### config.mk
export PLATFORM = sky130hd
export DESIGN_NAME = rstgen_top
export DESIGN_NICKNAME = d
export VERILOG_FILES = /design/src/rtl/rstgen_pkg.sv /design/src/rtl/rstgen_sync.sv /design/src/rtl/rstgen_count.sv /design/src/rtl/rstgen_ctrl.sv /design/src/rtl/rstgen_top.sv
export SDC_FILE = /design/constraint.sdc
export NUM_CORES = 1
export LEC_CHECK = 0
export BUFFER_PORTS_ARGS = -buffer_cell sky130_fd_sc_hd__buf_2
export CELL_PAD_IN_SITES_DETAIL_PLACEMENT = 2
export CELL_PAD_IN_SITES_GLOBAL_PLACEMENT = 2
export CORE_MARGIN = 4
export CORE_UTILIZATION = 39
export CTS_CLUSTER_DIAMETER = 60
export CTS_CLUSTER_SIZE = 24
export DETAILED_ROUTE_END_ITERATION = 6
export PLACE_DENSITY_LB_ADDON = 0.1
export SLEW_MARGIN = 0
export SYNTH_ARGS = -nofsm -noshare
export SYNTH_HDL_FRONTEND = slang
export SYNTH_SLANG_ARGS = --single-unit
export TNS_END_PERCENT = 100
### constraint.sdc
create_clock -name clk -period 2.8 [get_ports clk]
set_input_delay 0.14 -clock clk [delete_from_list [all_inputs] [get_ports clk]]
set_output_delay 0.14 -clock clk [all_outputs]
set_load 0.03 [all_outputs]
### src/rtl/rstgen_pkg.sv
package rstgen_pkg;

  // Commands from control to the hold-off counter
  typedef struct packed {
    logic clear;
    logic advance;
  } timerCmd_t;

  typedef enum logic [1:0] {
    ST_HOLD = 2'd0,
    ST_WAIT = 2'd1,
    ST_RUN  = 2'd2
  } rstState_t;

endpackage

### src/rtl/rstgen_sync.sv
module rstgen_sync #(
  parameter int WIDTH = 2,
  parameter logic [WIDTH-1:0] INIT = '0
) (
  input  logic             clk,
  input  logic [WIDTH-1:0] din,
  output logic [WIDTH-1:0] stage1,
  output logic [WIDTH-1:0] stage2
);

  for (genvar i = 0; i < WIDTH; i++) begin : g_bit
    logic firstQ  = INIT[i];
    logic secondQ = INIT[i];
    always_ff @(posedge clk) begin
      firstQ  <= din[i];
      secondQ <= firstQ;
    end
    assign stage1[i] = firstQ;
    assign stage2[i] = secondQ;
  end

endmodule

### src/rtl/rstgen_count.sv
module rstgen_count
  import rstgen_pkg::*;
#(
  parameter int HOLD_CYCLES = 16,
  localparam int CNT_W = $clog2(HOLD_CYCLES + 1)
) (
  input  logic      clk,
  input  timerCmd_t cmd,
  output logic      expired
);

  localparam logic [CNT_W-1:0] LIMIT = CNT_W'(HOLD_CYCLES);

  logic [CNT_W-1:0] cnt = '0;

  always_ff @(posedge clk) begin
    if (cmd.clear)
      cnt <= '0;
    else if (cmd.advance && cnt != LIMIT)
      cnt <= cnt + 1'b1;
  end

  assign expired = (cnt == LIMIT);


  cnt_bound_chk: assert property (@(posedge clk) cnt <= LIMIT);

endmodule

### src/rtl/rstgen_ctrl.sv
module rstgen_ctrl
  import rstgen_pkg::*;
(
  input  logic      clk,
  input  logic      rawOk,
  input  logic      s1Ok,
  input  logic      s2Ok,
  input  logic      expired,
  output timerCmd_t cmd,
  output logic      rstN
);

  rstState_t state = ST_HOLD;
  rstState_t stateNext;
  logic      heldAny;
  logic      pastValid = 1'b0;

  assign heldAny = !s2Ok;

  always_comb begin
    cmd = '0;
    if (heldAny) begin
      cmd.clear = 1'b1;
      stateNext = ST_HOLD;
    end else if (expired) begin
      stateNext = ST_RUN;
    end else begin
      cmd.advance = 1'b1;
      stateNext = ST_WAIT;
    end
  end

  always_ff @(posedge clk) begin
    state     <= stateNext;
    pastValid <= 1'b1;
  end

  // Release only from the registered state; assertion also through every input stage
  assign rstN = (state == ST_RUN) && rawOk && s1Ok && s2Ok;


  release_after_expiry_chk: assert property (@(posedge clk) disable iff (!pastValid)
    (state == ST_RUN && $past(state) != ST_RUN) |-> $past(expired));


  held_clears_run_chk: assert property (@(posedge clk) disable iff (!pastValid)
    heldAny |=> state == ST_HOLD);


  run_sticky_chk: assert property (@(posedge clk) disable iff (!pastValid)
    (state == ST_RUN && s2Ok) |=> state == ST_RUN);

endmodule

### src/rtl/rstgen_top.sv
module rstgen_top
  import rstgen_pkg::*;
#(
  parameter int CLK_HZ      = 50_000_000,
  parameter int HOLD_MS     = 150,
  parameter int HOLD_CYCLES = (CLK_HZ / 1000) * HOLD_MS
) (
  input  logic clk,
  input  logic pwrGood,
  input  logic btnPress,
  output logic rstN
);

  logic [1:0] syncIn;
  logic [1:0] stage1;
  logic [1:0] stage2;
  logic       expired;
  timerCmd_t  cmd;

  // bit 1: power good, bit 0: button; power-up values mean "held"
  assign syncIn = {pwrGood, btnPress};

  rstgen_sync #(.WIDTH(2), .INIT(2'b01)) u_sync (
    .clk    (clk),
    .din    (syncIn),
    .stage1 (stage1),
    .stage2 (stage2)
  );

  rstgen_ctrl u_ctrl (
    .clk     (clk),
    .rawOk   (pwrGood && !btnPress),
    .s1Ok    (stage1[1] && !stage1[0]),
    .s2Ok    (stage2[1] && !stage2[0]),
    .expired (expired),
    .cmd     (cmd),
    .rstN    (rstN)
  );

  rstgen_count #(.HOLD_CYCLES(HOLD_CYCLES)) u_count (
    .clk     (clk),
    .cmd     (cmd),
    .expired (expired)
  );


  pwr_low_holds_chk: assert property (@(posedge clk) !pwrGood |-> !rstN);


  btn_holds_chk: assert property (@(posedge clk) btnPress |-> !rstN);

endmodule

==> flow_summary.yaml, run 1 <==
floorplan:
  rows: 21
  pin_count: 4
  start_util: 0.404
  die_area_um2: 4460
  core_area_um2: 3340
  fp.dieW_um: 66.8
  die-height_um: 66.8
final_layout:
  num-fill-cells: 385
  insertedDiodeCount: 0
  syn2layout_area_growth_pct: 8.54
  drive_gt1_frac: 0.0968
  layout.nets: 160
critical_path:
  startpoint_type: "flip-flop"
  critical_path.endpoint_type: "flip-flop"
  arrival_ps: 2150
  cp.required_ps: 3050
  path_class: "flip-flop to flip-flop"
  worstPathMaxFanout: 8
synth:
  avgSynthCellArea_um2: 9.04
  ys_ff_latch: 29
  syn_inst: 149
  synth-edff-count: 0
  seq_area_frac_synth: 0.431
  syn-num-nets: 154
  ys.warnings.count: 0
  yosysUniqueCellTypes: 33
  async_flop_share: 0
  synth_ff_type: "dfxtp_1"
  netlist_area_um2: 1350
timing:
  rsz0062_at_grt: "no"
  finalCritPeriodShare: 0.679
  fin_crit_ps: 1900
  relSlewSlack: 0.422
  final_max_slew_viol_count: 0
  skew_ps: 7.82
  setup_slack_ps: 900
  finalHoldViolations: 0
  setup_tns_ps: 0
  max_freq_mhz: 526
  setup_viol: 0
  worst_pin_slew_ps: 867
clock_network:
  cts_buffers: 5
  htreeDepth: 2
  cts_tree: "yes"
  path_clk_slew_ps: 80
  ctsResizeCount: 0
  clkLatencyLatePin_ps: 330
  root_buffer: "clkbuf_4"
  clock_path_buffers: 2
  clock_sinks: 29
global_routing:
  antenna_found_initial: 0
  grt.overflow.total: 0
  grt_max_degree: 23
  grt_pass1_vias: 1144
  groute.usage.overall: 0.183
  grt_pass1_wl_um: 5870
pwr:
  total_power_uw: 702
  power_density_nw_per_um2: 480
  ir_worst_vdd_mv: 0.256
  p_leak_nw: 0.473
drt:
  drt_iter0_markers: 63
  wirelength_um: 3360
  wl_per_cell_um: 16.7
  postRouteAntennaNets: 0
  via_per_inst: 5.45
  drc: 0
  vias: 1096
  drt_pass1_iterations: 4
run_status:
  outcome: "finished, final reports clean"
place:
  portBuffers: 3
  post-dp-hpwl_um: 2490
  place_ws_ps: 933
  gp_congestion: 0.753
run:
  maxCapViolCount: 0
worst_hold_path:
  hold_class: "flip-flop to flip-flop"
-- where the power goes --
part / internal, mW / leakage, nW / switching (mW) / total [mW]
Sequential: 0.417 / 0.236 / 0.00332 / 0.421
Combinational: 0.00750 / 0.206 / 0.0119 / 0.0194
Clock: 0.118 / 0.0314 / 0.143 / 0.262
-- cell usage in the layout, fill, tap and decap left out, types with 3 or more instances in the layout --
master and count:
nand4_1 4, nor2_1 12, dfxtp_1 29, a21oi_1 10
or3_1 4, nand3_1 10, xor2_1 6, a211oi_1 3
inv_1 5, nand2_1 12, xnor2_1 5, buf_2 3
nor3_1 4, o21ai_0 6, mux2i_1 3, clkbuf_4 5
nor4b_1 3, and4_1 4, nand2b_1 4
-- area by class of cell --
class / instances / area (um2) / area share
multi-input cells: 108 / 708 / 0.484
flip-flops and latches: 29 / 581 / 0.397
well taps: 46 / 57.6 / 0.0393
clock buffers: 7 / 55.1 / 0.0376
repair buffers: 6 / 42.5 / 0.0291
inverters: 5 / 18.8 / 0.0128
-- through the flow --
stage	hold WS (ps)	std cells	utilization	area, um2
floorplan	168	149	-	1350
global placement	252	192	0.416	1390
detailed placement	258	192	0.416	1390
CTS	361	201	0.438	1460
global route	365	201	0.438	1460
finish	359	201	0.438	1460
-- registers in the layout, summed over array words and instances, names as in the netlist --
| signal | cells |
|---|---|
| u_count.cnt | 23 |
| u_ctrl.state | 2 |
| u_sync.g_bit.firstQ | 2 |
| u_sync.g_bit.secondQ | 2 |
-- worst paths after layout --
path                               start                      end  slack [ps]  cells past startpoint
hold reg to reg   u_sync.g_bit[1].firstQ  u_sync.g_bit[1].secondQ         360                      0
setup / recovery          u_count.cnt[2]          u_count.cnt[22]         900                      4
setup reg to reg          u_count.cnt[2]          u_count.cnt[22]         900                      4
hold / removal    u_sync.g_bit[1].firstQ  u_sync.g_bit[1].secondQ         360                      0
-- Yosys cell counts, types with 2 or more instances --
| master | instances | area share |
|---|---|---|
| a211oi_1 | 3 | 0.017 |
| a21oi_1 | 10 | 0.037 |
| and4_1 | 4 | 0.026 |
| and4_2 | 2 | 0.015 |
| buf_2 | 2 | 0.0074 |
| clkbuf_1 | 3 | 0.0084 |
| dfxtp_1 | 29 | 0.43 |
| ha_1 | 2 | 0.019 |
| inv_1 | 5 | 0.014 |
| mux2i_1 | 3 | 0.022 |
| nand2_1 | 12 | 0.033 |
| nand2b_1 | 4 | 0.019 |
| nand3_1 | 10 | 0.037 |
| nand4_1 | 4 | 0.019 |
| nand4_4 | 2 | 0.032 |
| nor2_1 | 12 | 0.033 |
| nor3_1 | 4 | 0.015 |
| nor4b_1 | 3 | 0.020 |
| nor4bb_1 | 2 | 0.015 |
| o21ai_0 | 6 | 0.022 |
| o31ai_1 | 2 | 0.011 |
| or3_1 | 4 | 0.019 |
| or4_1 | 2 | 0.011 |
| xnor2_1 | 5 | 0.032 |
| xor2_1 | 6 | 0.039 |
-- worst max-delay path: stages (launching register included) --
cell	delay [ps]
dfxtp_1	480
and4_1	480
nand4_4	200
or4_1	500
a21oi_1	150
-- metal layers --
layer,part of all wire,GRT usage,up-vias
met3,0.019,0.0405,5
met4,0.017,0.0838,0
li1,-,-,546
met5,0,0,-
met1,0.47,0.227,537
met2,0.49,0.298,8
-- what timing repair did --
action,CTS,global route
endpoints found under the hold margin,2,0
setup buffers,0,0
hold buffers,2,0
-- logic make-up after synthesis --
family	count (synthesis)	share of synthesized area
compound gates	22	0.0938
xor+xnor	11	0.0715
fa+ha+maj	2	0.0186
buf+inv	12	0.0436
flops	29	0.431
mux	3	0.0223
simple gates	70	0.319
No activity file was read; power rests on OpenSTA's default activity.
==> run 2: changes to the inputs <==
- CORE_UTILIZATION: 39 -> 34
- clock period: 2.8 -> 1.6 ns (I/O delays scaled with it)
==> run 2 against run 1 <==
  * Worst hold slack got worse by 3.8 ps
  * Count of clock-buffer cells in the layout fell by 2
  * Via count rose by 13%
  * Non-clock buffer count rose by 29
  * Largest power group unchanged
  * Die area rose by 13%
  * Maximum frequency rose by 24%
  * Clock power rose by 110%
==> flow_summary.yaml, run 2 (synthesized netlist as in run 1, its figures left out) <==
final_layout:
  final_cell_mix: "buf_4, dfxtp_1, nand2_1, nor2_1, a21oi_1"
  seq_area_um2: 599
  regMostFlops: "u_count.cnt"
  num-fill-cells: 409
  multi_input_area_um2: 820
  syn2layout_area_growth_pct: 36.1
  drive_gt1_frac: 0.393
  layout.nets: 189
  final_common_cell: "buf_4"
  largest_reg_flops: 23
  stdcell_area_um2: 1830
  insertedDiodeCount: 0
floorplan:
  pin_count: 4
  core_area_um2: 3740
  rows: 22
  fp.dieW_um: 71.0
  start_util: 0.360
  die-height_um: 71.0
  die_area_um2: 5030
timing:
  setup_viol: 0
  finalCritPeriodShare: 0.957
  finalHoldViolations: 0
  final_max_slew_viol_count: 0
  relSlewSlack: 0.802
  max_freq_mhz: 653
  worst_pin_slew_ps: 293
  fin_crit_ps: 1530
  skew_ps: 7.19
pwr:
  switching_share: 0.223
  pwr-share-clk: 0.413
  p_comb_frac: 0.039
  p_switching_uw: 298
  total_power_mw: 1.33
  p_leak_nw: 0.659
  power_frac_seq: 0.548
  intPower_mw: 1.04
  ir_worst_vdd_mv: 0.422
  power_density_nw_per_um2: 727
drt:
  postRouteAntennaNets: 0
  via_per_inst: 5.36
  drc: 0
  drt_pass1_iterations: 4
  wirelength_um: 4450
  met3_length_um: 128
  drt_iter0_markers: 38
  m1WireLength_um: 1950
  met2WireLength_um: 2350
  wl_per_cell_um: 19.3
  vias: 1238
  topRoutingLayerUsed: "met4"
global_routing:
  grt.overflow.total: 0
  groute.usage.overall: 0.194
  grt_pass1_vias: 1411
  antenna_found_initial: 0
  grt_max_degree: 23
  grt_pass1_wl_um: 7580
critical_path:
  startpoint_type: "flip-flop"
  arrival_ps: 1740
  path_class: "flip-flop to flip-flop"
  worstPathMaxFanout: 6
  critical_path.endpoint_type: "flip-flop"
  cp.required_ps: 1810
place:
  gp_congestion: 0.792
  post-dp-hpwl_um: 3240
  postPlaceCellArea_um2: 1610
  portBuffers: 3
clock_network:
  clkLatencyLatePin_ps: 280
  post_cts_buffers: 0
  cts_buffers: 5
  clock_sinks: 29
  path_clk_slew_ps: 60
  root_buffer: "clkbuf_8"
  clock_path_buffers: 2
  htreeDepth: 2
  cts_tree: "yes"
worst_hold_path:
  hold_class: "flip-flop to flip-flop"
run_status:
  outcome: "finished, final reports clean"
run:
  maxCapViolCount: 0
## run 2: worst paths after layout
kind | depth (start not counted) | start | end | slack, ps
worst min register to register | 0 | u_sync.g_bit[1].firstQ | u_sync.g_bit[1].secondQ | 350
worst max register to register | 4 | u_count.cnt[10] | u_count.cnt[21] | 70
worst max-delay path | 4 | u_count.cnt[10] | u_count.cnt[21] | 70
worst min-delay path | 0 | u_sync.g_bit[1].firstQ | u_sync.g_bit[1].secondQ | 350
## run 2: routing by layer
layer	vias to the layer above	track usage
met5	-	0
met4	0	0.0376
met3	4	0.0426
met2	16	0.345
met1	619	0.241
li1	599	-
## run 2: cell type report
class,count,share of cell area
flip-flops and latches,29,0.327
well taps,48,0.0327
repair buffers,35,0.143
inverters,5,0.0102
multi-input cells,108,0.447
clock inverters,1,0.00273
clock buffers,5,0.0375
## run 2: critical path, cell delays in order (launching register included)
cell	delay [ps]
dfxtp_4	380
and4_4	290
nand4_4	130
or4_4	520
a21oi_2	140
## run 2: repair_timing
item / in CTS / in global routing
endpoints found under the setup margin: 10 / 11
hold endpoints to repair: 2 / 0
gates resized for setup: 15 / 26
pin swaps: 1 / 7
gates cloned: 0 / 0
hold buffers: 2 / 0
## run 2: power groups by stage
stage / Sequential [mW] / Combinational, mW / Clock, mW
global route: 0.733 / 0.0572 / 0.606
global placement: 0.750 / 0.0383 / 0
floorplan: 0.751 / 0.0215 / 0
finish: 0.731 / 0.0516 / 0.550
detailed placement: 0.751 / 0.0415 / 0
CTS: 0.735 / 0.0465 / 0.560
## run 2: metrics by stage
stage	setup TNS (ps)	instances	util	setup WS [ps]	hold WS, ps
CTS	0	231	0.467	20.6	358
floorplan	0	149	-	69.1	108
detailed placement	-667	223	0.429	-163	197
finish	0	231	0.490	68.9	355
global placement	-370	223	0.429	-104	193
global route	-38.0	231	0.490	-31.0	377
